## src/rtl/bseq_pkg.sv

```systemverilog
// Package: shared operation type for the burst address sequencer.
// Assumes strobes and advance are already synchronous to clk.
package bseq_pkg;
    typedef enum logic [1:0] {
        OP_HOLD      = 2'd0,
        OP_STEP      = 2'd1,
        OP_LOAD_PROC = 2'd2,
        OP_LOAD_CTRL = 2'd3
    } bseq_op_e;
endpackage

```

## src/rtl/bseq_arbiter.sv

```systemverilog
// Decodes the two strobes and the advance input into one operation.
// Processor strobe outranks controller strobe; any strobe outranks advance.
module bseq_arbiter
    import bseq_pkg::*;
(
    input  logic     strobe_proc_n,
    input  logic     strobe_ctrl_n,
    input  logic     advance_n,
    output bseq_op_e op
);
    // Priority decode of the control inputs.
    always_comb begin
        if (!strobe_proc_n)      op = OP_LOAD_PROC;
        else if (!strobe_ctrl_n) op = OP_LOAD_CTRL;
        else if (!advance_n)     op = OP_STEP;
        else                     op = OP_HOLD;
    end
endmodule

```

## src/rtl/bseq_capture.sv

```systemverilog
// Start-address, select and load-source registers.
// Written only on a load; they keep their values otherwise.
module bseq_capture
    import bseq_pkg::*;
#(
    parameter int ADDR_W = 16,
    parameter int SEL_W  = 3
) (
    input  logic              clk,
    input  logic              rst_n,
    input  bseq_op_e          op,
    input  logic [ADDR_W-1:0] addr_in,
    input  logic [SEL_W-1:0]  sel_in,
    output logic [ADDR_W-1:0] base_q,
    output logic [SEL_W-1:0]  sel_q,
    output logic              rd_start_q
);
    logic is_load;
    assign is_load = (op == OP_LOAD_PROC) || (op == OP_LOAD_CTRL);

    // Capture address, selects and strobe source on a load.
    always_ff @(posedge clk) begin
        if (!rst_n) begin
            base_q     <= '0;
            sel_q      <= '0;
            rd_start_q <= 1'b0;
        end else if (is_load) begin
            base_q     <= addr_in;
            sel_q      <= sel_in;
            rd_start_q <= (op == OP_LOAD_PROC);
        end
    end
endmodule

```

## src/rtl/bseq_beat_ctr.sv

```systemverilog
// Beat counter for the burst. A load clears it, a step adds one (wrapping
// naturally at 2**BURST_W) and a hold keeps it.
module bseq_beat_ctr
    import bseq_pkg::*;
#(
    parameter int BURST_W = 2
) (
    input  logic               clk,
    input  logic               rst_n,
    input  bseq_op_e           op,
    output logic [BURST_W-1:0] beat_q
);
    // Count beats of the current burst.
    always_ff @(posedge clk) begin
        if (!rst_n) begin
            beat_q <= '0;
        end else begin
            unique case (op)
                OP_LOAD_PROC, OP_LOAD_CTRL: beat_q <= '0;
                OP_STEP:                    beat_q <= beat_q + 1'b1;
                default:                    beat_q <= beat_q;
            endcase
        end
    end
endmodule

```

## src/rtl/bseq_order.sv

```systemverilog
// Maps the start low bits and the beat count to the low address bits.
// Interleaved: start XOR beat, built bit by bit. Linear: start + beat mod 2**BURST_W.
module bseq_order #(
    parameter int BURST_W = 2
) (
    input  logic [BURST_W-1:0] start_low,
    input  logic [BURST_W-1:0] beat,
    input  logic               interleave,
    output logic [BURST_W-1:0] low_addr
);
    logic [BURST_W-1:0] xor_low;
    logic [BURST_W-1:0] lin_low;

    for (genvar i = 0; i < BURST_W; i++) begin : g_xor
        assign xor_low[i] = start_low[i] ^ beat[i];
    end

    assign lin_low = start_low + beat;

    // Pick the order requested by the mode input.
    always_comb begin
        low_addr = interleave ? xor_low : lin_low;
    end
endmodule

```

## src/rtl/burst_addr_seq.sv

```systemverilog
// Top of the burst address sequencer. Assumes all inputs except order_sel
// meet setup to clk; order_sel is a static level and acts combinationally.
module burst_addr_seq
    import bseq_pkg::*;
#(
    parameter int ADDR_W  = 16,
    parameter int BURST_W = 2,
    parameter int SEL_W   = 3
) (
    input  logic               clk,
    input  logic               rst_n,
    input  logic [ADDR_W-1:0]  addr_in,
    input  logic               strobe_proc_n,
    input  logic               strobe_ctrl_n,
    input  logic               advance_n,
    input  logic               order_sel,
    input  logic [SEL_W-1:0]   sel_in,
    output logic [ADDR_W-1:0]  mem_addr,
    output logic [BURST_W-1:0] beat,
    output logic [SEL_W-1:0]   sel_q,
    output logic               rd_start
);
    localparam int HI_W = ADDR_W - BURST_W;

    bseq_op_e           op;
    logic [ADDR_W-1:0]  base_q;
    logic [BURST_W-1:0] low_addr;

    bseq_arbiter u_arb (
        .strobe_proc_n (strobe_proc_n),
        .strobe_ctrl_n (strobe_ctrl_n),
        .advance_n     (advance_n),
        .op            (op)
    );

    bseq_capture #(.ADDR_W(ADDR_W), .SEL_W(SEL_W)) u_cap (
        .clk        (clk),
        .rst_n      (rst_n),
        .op         (op),
        .addr_in    (addr_in),
        .sel_in     (sel_in),
        .base_q     (base_q),
        .sel_q      (sel_q),
        .rd_start_q (rd_start)
    );

    bseq_beat_ctr #(.BURST_W(BURST_W)) u_ctr (
        .clk    (clk),
        .rst_n  (rst_n),
        .op     (op),
        .beat_q (beat)
    );

    bseq_order #(.BURST_W(BURST_W)) u_ord (
        .start_low  (base_q[BURST_W-1:0]),
        .beat       (beat),
        .interleave (order_sel),
        .low_addr   (low_addr)
    );

    // Upper bits come straight from the captured start; low bits from the order map.
    always_comb begin
        mem_addr = {base_q[ADDR_W-1 -: HI_W], low_addr};
    end
endmodule

```

## config.mk

```make
export PLATFORM = sky130hd
export DESIGN_NAME = burst_addr_seq
export DESIGN_NICKNAME = d
export VERILOG_FILES = /design/src/rtl/bseq_pkg.sv /design/src/rtl/bseq_arbiter.sv /design/src/rtl/bseq_capture.sv /design/src/rtl/bseq_beat_ctr.sv /design/src/rtl/bseq_order.sv /design/src/rtl/burst_addr_seq.sv
export SDC_FILE = /design/constraint.sdc
export NUM_CORES = 1
export LEC_CHECK = 0
export ABC_CLOCK_PERIOD_IN_PS = 800
export BUFFER_PORTS_ARGS = -buffer_cell sky130_fd_sc_hd__buf_2
export CAP_MARGIN = 20
export CELL_PAD_IN_SITES_DETAIL_PLACEMENT = 0
export CELL_PAD_IN_SITES_GLOBAL_PLACEMENT = 1
export CORE_MARGIN = 8
export CORE_UTILIZATION = 29
export DETAILED_ROUTE_END_ITERATION = 16
export PLACE_DENSITY = 0.77
export SETUP_SLACK_MARGIN = 0.1
export SLEW_MARGIN = 20
export SYNTH_ARGS = -nofsm -noshare
export SYNTH_HDL_FRONTEND = slang
export SYNTH_HIERARCHICAL = 1
export SYNTH_SLANG_ARGS = --single-unit
```

## constraint.sdc

```tcl
create_clock -name clk -period 0.8 [get_ports clk]
set_input_delay 0.04 -clock clk [delete_from_list [all_inputs] [get_ports clk]]
set_output_delay 0.04 -clock clk [all_outputs]
set_load 0.03 [all_outputs]
```

### Word level (Yosys, flattened, before mapping)

Index checks and enable logic that the tools add are counted.

| cells by class | value |
|---|---|
| add/sub/neg operators | 2 |
| equal/unequal tests | 3 |
| mux-type cells | 5 |
| bitwise operators | 2 |
| reduce and logical (&&, ||, !) cells | 3 |

Operator list:

| kind | number |
|---|---|
| $mux 2 | 3 |
| $eq 2x2->1 const B | 2 |
| $pmux 2 s2 | 1 |
| $add 2x1->2 const B | 1 |
| $add 2x2->2 | 1 |
| $eq 2x1->1 const B | 1 |
| $reduce_bool 2->1 | 1 |
| $reduce_or 2->1 | 1 |
| $xor 1x1->1 | 2 |
| $logic_or 1x1->1 | 1 |
| $mux 1 | 1 |

| storage, ports and cells | value |
|---|---|
| register bits after elaboration | 22 |
| bits of input ports | 25 |
| output and inout bits | 22 |
| word-level logic and storage cells | 19 |

### Longest topological paths before layout

Gate-level depths: netlist of run 1.

| logic depth | value |
|---|---|
| depth after elaboration | 6 |
| mapped depth | 5 |
| depth with buffers taken out | 3 |

### By module

The synthesis of run 1 kept the hierarchy.

By module, submodules not included:

| module | times used | cells each | area an instance (um^2) | seq. area each (um^2) |
|---|---|---|---|---|
| bseq_capture | 1 | 65 | 782.0 | 400.4 |
| bseq_beat_ctr | 1 | 8 | 85.1 | 40.0 |
| bseq_order | 1 | 4 | 36.3 | 0.0 |
| bseq_arbiter | 1 | 2 | 15.0 | 0.0 |

### Least setup slack after synthesis of run 1

OpenSTA, ideal clock, no wires.

| path | value |
|---|---|
| path kind | register -> output |
| start point | register u_ctr.beat_q[0] |
| end point | output port mem_addr[1] |
| arrival | 1.319 ns |
| required time | 0.760 ns |
| path slack | -0.559 ns |
| stages on the path, launching flop included | 4 |
| path buffers | 0 |
| path through | dfxtp_1 ha_1 nor2b_1 xnor2_1 |

| on the way | value |
|---|---|
| word-level cells in the longest chain between the ends | 2 |

RTL lines:

| element | line | RTL |
|---|---|---|
| start, declared | bseq_beat_ctr.sv:11 | `output logic [BURST_W-1:0] beat_q` |
| start signal, assigned | bseq_beat_ctr.sv:20 | `OP_STEP: beat_q <= beat_q + 1'b1;` |
| start signal, assigned | bseq_beat_ctr.sv:21 | `default: beat_q <= beat_q;` |
| $add 2x2->2 | bseq_order.sv:18 | `assign lin_low = start_low + beat;` |
| $mux 2 | bseq_order.sv:22 | `low_addr = interleave ? xor_low : lin_low;` |
| end, declared | burst_addr_seq.sv:18 | `output logic [ADDR_W-1:0] mem_addr,` |

No other way between the ends.

### Worst setup path after layout of run 1

| path | value |
|---|---|
| start point | register u_cap.base_q[0] |
| end point | output port mem_addr[1] |

| on the way | value |
|---|---|
| word-level cells in the longest chain between the ends | 2 |

RTL lines:

| element | line | RTL |
|---|---|---|
| start, declared | bseq_capture.sv:14 | `output logic [ADDR_W-1:0] base_q,` |
| start signal, assigned | bseq_capture.sv:28 | `base_q <= addr_in;` |
| $add 2x2->2 | bseq_order.sv:18 |  |
| $mux 2 | bseq_order.sv:22 |  |

No other way between the ends.

==> results of run 1 <==
## sequential cells by signal, summed over array words and instances, names as in the netlist
name / flops
u_cap/base_q: 16
u_cap/sel_q: 3
u_ctr/beat_q: 2
u_cap/rd_start_q: 1
## cell families (layout without fill, tap and decap cells)
kind of cell	after synthesis	in the layout	synth area share
adder cells (fa/ha/maj)	1	1	0.0136
buffers and inverters	5	76	0.0640
multiplexers	19	19	0.207
XOR/XNOR	3	3	0.0286
AND/OR/NAND/NOR	25	25	0.163
flip-flops	22	22	0.480
AO/OA/AOI/OAI	4	4	0.0436
## power by group through the flow
stage	sequential (mW)	combinational (mW)	clock (mW)
4_1_cts	1.22	0.646	0.645
5_1_grt	1.23	0.698	0.683
3_3_place_gp	1.22	0.469	0
6_report	1.22	0.658	0.603
2_1_floorplan	1.35	0.213	0
3_5_place_dp	1.23	0.477	0
## routing by layer
layer	wire length, um	GRT usage	up-vias
li1	-	-	402
met1	1010	0.100	374
met2	1370	0.189	27
met3	233	0.0496	0
met4	0	0.0204	0
met5	0	0	-
## cell usage after synthesis
cell	n
nand2_1	2
a21bo_1	1
nor2_1	1
buf_6	1
nand2b_1	1
clkbuf_1	2
nor2b_1	20
mux2i_1	19
ha_1	1
xnor2_1	3
nand3b_1	1
o211a_1	1
dfxtp_1	22
a21oi_2	1
buf_12	2
a21boi_2	1
## timing repair
action	4_1_cts	5_1_grt
gates resized for setup	49	8
cloned	0	0
endpoints found under the hold margin	19	0
setup buffers	3	1
hold buffers	19	0
endpoints found under the setup margin	24	32
pin swaps	4	3
## metrics by stage
step | std cells | cell area [um2]
after detailed placement | 168 | 1260
after global routing | 194 | 1690
after floorplan | 79 | 987
final | 194 | 1690
after global placement | 168 | 1260
after CTS | 194 | 1660
## worst register-to-register path: stages (launching register included)
cell and delay, ns:
dfxtp_4 0.37, buf_4 0.13, buf_6 0.11, buf_6 0.12, a21bo_1 0.17, a21oi_2 0.10
## cell type report
type	instances	share of cell area
clock buffer	4	0.0214
multi-input combinational	52	0.280
sequential	22	0.279
tap	44	0.0325
timing repair buffer	72	0.388
## path summary, 6_finish.rpt
check,startpoint,slack [ns],end
max,u_cap/base_q[0]$_SDFFE_PN0P_,-0.49,mem_addr[1]
min reg2reg,u_cap/rd_start_q$_SDFFE_PN0P_,0.52,u_cap/rd_start_q$_SDFFE_PN0P_
max reg2reg,u_ctr/beat_q[0]$_SDFFE_PN0P_,-0.25,u_ctr/beat_q[1]$_SDFFE_PN0P_
min,advance_n,0.09,u_ctr/beat_q[1]$_SDFFE_PN0P_
==> flow_metrics.tcl, run 1 <==
set metrics [dict create \
    setup_viol 24 \
    fin_crit_sh 1.61 \
    die_w_um 72.3 \
    wirelength_um 2610 \
    p_sw_frac 0.271 \
    cellLeakagePower_nw 0.864 \
    antenna_left 0 \
    vias_per_cell 4.14 \
    ys_seq_area_frac 0.480 \
    final_layout_size_suffix_gt1_frac 0.567 \
    h-tree-depth 1 \
    multiInputGateArea_um2 473 \
    nFillCells 253 \
    power_frac_clock 0.243 \
    slew_headroom 0.775 \
    finalCriticalPeriod_ns 1.29 \
    ctsLongestPathBuffers 2 \
    p_int_mw 1.81 \
    yosysWarnings 6 \
    grt_max_degree 23 \
    finalSetupTns_ns -2.08 \
    required_ns 0.76 \
    synth.distinct_cells 16 \
    gr-total-overflow 0 \
    tritoncts "done" \
    antenna_cells 0 \
    route.detailed.drc 0 \
    crit_path_end_kind "primary output" \
    grt_pass1_wl_um 4180 \
    ir_drop_mv 0.646 \
    clkSinkCount 22 \
    worst_skew_pair.late_latency_ns 0.30 \
    path_buf_inv 1 \
    layout_common_cells "buf_6 (26), buf_2 (23), mux2i_1 (19), nor2b_1 (19), dfxtp_2 (19)" \
    hpwlAfterDp_um 1620 \
    synth_top_cell_by_area "dfxtp_1" \
    clk_pin_slew_ns 0.12 \
    firstDrtPassIters 4 \
    die_h_um 72.3 \
    dr.first_iter.drc_count 20 \
    fin_nets 177 \
    avgSynthCellArea_um2 11.6 \
    status "finished with violations" \
    total_power_mw 2.48 \
    portBuffers 46 \
    timing.fmax_ghz 0.776 \
    tightest_slew_ns 0.337 \
    critPathTopFamily "flip-flops" \
    rr_worst_depth 5 \
    wl_per_cell_um 13.5 \
    crit_type "register to primary output" \
    start_util 0.303 \
    violations "negative setup slack" \
    syn_inst 79 \
    crit_cells 4 \
    p_comb_frac 0.265 \
    grtUsageTotal 0.102 \
    min_path_type "primary input to register" \
    die_area_um2 5220 \
    worstPathArrival_ns 1.25 \
    root_buffer "clkbuf_4" \
    slew_viol_final 0 \
    dp_slack_ns -0.251 \
    skew_ns 0.0000444 \
    net-switching-power_mw 0.674 \
    start_kind "register" \
    maxCapViolCount 0 \
    antenna_found_initial 0 \
    grt_pass1_vias 904 \
    slowest_stage "dfxtp_2" \
    synth_fp_nets 105 \
    core_um2 3030 \
    hold_viol_final 0 \
    seqCellArea_um2 472 \
    p_per_area_nw_per_um2 1470 \
    cts_inserted_buffers 3 \
    yosysTopAreaCellShare 0.480 \
    syn_area_um2 918 \
    cpPeakStageDelay_ns 0.37 \
    worst_hold_slack_ns 0.0897 \
    rows 20 \
    fin_ws_ns -0.489 \
    synthTopCellsByArea "dfxtp_1 (48%), mux2i_1 (21%), nor2b_1 (14%)" \
    ioPinCount 47 \
    via_count 803 \
    final_core_util 0.559 \
    critical_path.cell_chain "ha_4 > nor2b_4 > xnor2_4 > buf_6" \
    gp_congestion 0.661 \
    worstHoldPathCells 4 \
    ys_ff_latch 22 \
    path_max_fanout 2 \
    rsz0062_at_grt "yes" \
    final_common_cell "buf_6" \
    syn_to_final_growth_pct 84.2 \
    sequentialPowerShare 0.492 \
]
Power figures use the tool's default switching activity.
==> run 2: changes to the inputs <==
--- a/config.mk
+++ b/config.mk
@@ -13,6 +13,7 @@
 export CORE_MARGIN = 8
 export CORE_UTILIZATION = 29
 export DETAILED_ROUTE_END_ITERATION = 16
+export GPL_TIMING_DRIVEN = 0
 export PLACE_DENSITY = 0.77
 export SETUP_SLACK_MARGIN = 0.1
 export SLEW_MARGIN = 20
==> run 2 against run 1 <==
  * The flow still finishes with violations (negative setup slack)
  * Global-route usage down 0.73 points
  * Largest power group unchanged
  * First-iteration DRC count decreased by 20%
  * Worst hold slack got worse by 0.081 ns
  * Final cell count decreased by 3.1%
  * Routed wire length decreased by 9.0%
  * Sequential cell count did not move
  * Setup slack hardly changed
  * Critical endpoint unchanged
  * Sequential share of layout area increased by 1.3 points
==> flow_metrics.tcl, run 2 (same netlist as run 1, synthesis figures left out) <==
set metrics [dict create \
    status "finished with violations" \
    violations "negative setup slack" \
    largest_register "u_cap/base_q" \
    slew_viol_final 0 \
    hpwlAfterDp_um 1760 \
    antenna_found_initial 0 \
    setup_viol 24 \
    cellLeakagePower_nw 0.821 \
    ir_drop_mv 0.916 \
    wl_per_cell_um 12.6 \
    min_path_type "primary input to register" \
    via_count 765 \
    crit_type "register to primary output" \
    tightest_slew_ns 0.382 \
    final_core_util 0.533 \
    timing.fmax_ghz 0.776 \
    dr.first_iter.drc_count 16 \
    fin_crit_sh 1.61 \
    cts_inserted_buffers 3 \
    nFillCells 265 \
    required_ns 0.76 \
    seqCellArea_um2 472 \
    final_common_cell "buf_6" \
    finalSetupTns_ns -1.81 \
    grt_pass1_wl_um 3990 \
    fin_ws_ns -0.488 \
    crit_path_end_kind "primary output" \
    worst_skew_pair.late_latency_ns 0.30 \
    syn_to_final_growth_pct 75.9 \
    ctsLongestPathBuffers 2 \
    sequentialPowerShare 0.518 \
    dp_slack_ns -0.268 \
    largest_reg_flops 16 \
    antenna_left 0 \
    die_h_um 72.3 \
    core_um2 3030 \
    cpPeakStageDelay_ns 0.38 \
    slowest_stage "dfxtp_4" \
    path_max_fanout 2 \
    maxCapViolCount 0 \
    ioPinCount 47 \
    rsz0062_at_grt "yes" \
    power_frac_clock 0.212 \
    net-switching-power_mw 0.643 \
    antenna_cells 0 \
    vias_per_cell 4.07 \
    p_comb_frac 0.270 \
    root_buffer "clkbuf_4" \
    die_area_um2 5220 \
    gr-total-overflow 0 \
    skew_ns 0.0000178 \
    start_kind "register" \
    multiInputGateArea_um2 473 \
    gp_congestion 0.674 \
    finalCriticalPeriod_ns 1.29 \
    top_regs "u_cap/base_q: 16 flops, u_cap/sel_q: 3 flops, u_ctr/beat_q: 2 flops" \
    grt_max_degree 13 \
    h-tree-depth 1 \
    hold_viol_final 0 \
    worstPathArrival_ns 1.25 \
    path_buf_inv 1 \
    rows 20 \
    clkSinkCount 22 \
    firstDrtPassIters 4 \
    layout_common_cells "buf_6 (25), buf_2 (24), mux2i_1 (19), nor2b_1 (19), dfxtp_2 (19)" \
    fin_nets 171 \
    p_int_mw 1.71 \
    clk_pin_slew_ns 0.11 \
    final_layout_size_suffix_gt1_frac 0.576 \
    portBuffers 46 \
    route.detailed.drc 0 \
    worst_hold_slack_ns 0.00909 \
    critical_path.cell_chain "ha_4 > nor2b_4 > xnor2_4 > buf_6" \
    grtUsageTotal 0.0949 \
    p_sw_frac 0.274 \
    wirelength_um 2380 \
    grt_pass1_vias 872 \
    slew_headroom 0.745 \
    dp_cells 169 \
    critPathTopFamily "flip-flops" \
    fin_cells 188 \
    die_w_um 72.3 \
    start_util 0.303 \
    p_per_area_nw_per_um2 1450 \
    tritoncts "done" \
]
==> run 2: area by class of cell <==
type,count,share of cell area
clock buffer,4,0.0163
buffer,5,0.0364
timing repair buffer,61,0.328
multi-input combinational,52,0.293
sequential,22,0.292
tap,44,0.0341
==> run 2: what timing repair did <==
action / CTS / global route
hold buffers: 12 / 0
endpoints found under the hold margin: 12 / 0
setup buffers: 1 / 2
resized for setup: 46 / 8
endpoints found under the setup margin: 23 / 30
pin swaps: 2 / 2
gates cloned: 0 / 0
==> run 2: layer usage <==
| layer | vias to the layer above | wire length (um) | global-route usage |
|---|---|---|---|
| met5 | - | 0 | 0 |
| met4 | 0 | 27 | 0.0159 |
| met3 | 2 | 213 | 0.0468 |
| met2 | 31 | 1160 | 0.164 |
| met1 | 342 | 974 | 0.102 |
| li1 | 390 | - | - |
==> run 2: power groups by stage <==
stage	Sequential, mW	Clock [mW]	Combinational (mW)
floorplan	1.35	0	0.213
global placement	1.22	0	0.480
detailed placement	1.23	0	0.489
CTS	1.22	0.535	0.624
global route	1.23	0.594	0.678
finish	1.22	0.497	0.634
==> run 2: through the flow <==
| stage | instance area (um2) | total power [mW] |
|---|---|---|
| 6_report | 1620 | 2.35 |
| 5_1_grt | 1620 | 2.50 |
| 4_1_cts | 1570 | 2.38 |
| 3_5_place_dp | 1270 | 1.72 |
| 3_3_place_gp | 1270 | 1.70 |
| 2_1_floorplan | 987 | 1.56 |
==> run 2: final timing paths <==
| kind | from | to | slack, ns | cells past startpoint |
|---|---|---|---|---|
| max reg2reg | u_ctr/beat_q[0]$_SDFFE_PN0P_ | u_ctr/beat_q[1]$_SDFFE_PN0P_ | -0.25 | 5 |
| max | u_ctr/beat_q[0]$_SDFFE_PN0P_ | mem_addr[1] | -0.49 | 4 |
| min reg2reg | u_cap/rd_start_q$_SDFFE_PN0P_ | u_cap/rd_start_q$_SDFFE_PN0P_ | 0.52 | 1 |
| min | addr_in[12] | u_cap/base_q[12]$_SDFFE_PN0P_ | 0.009 | 3 |
==> run 2: tightest hold or removal path, delay by kind of cell <==
family                 cells  cell delay, ns
and+or+nand+nor            1            0.10
muxes                      1            0.05
buffers and inverters      1            0.08
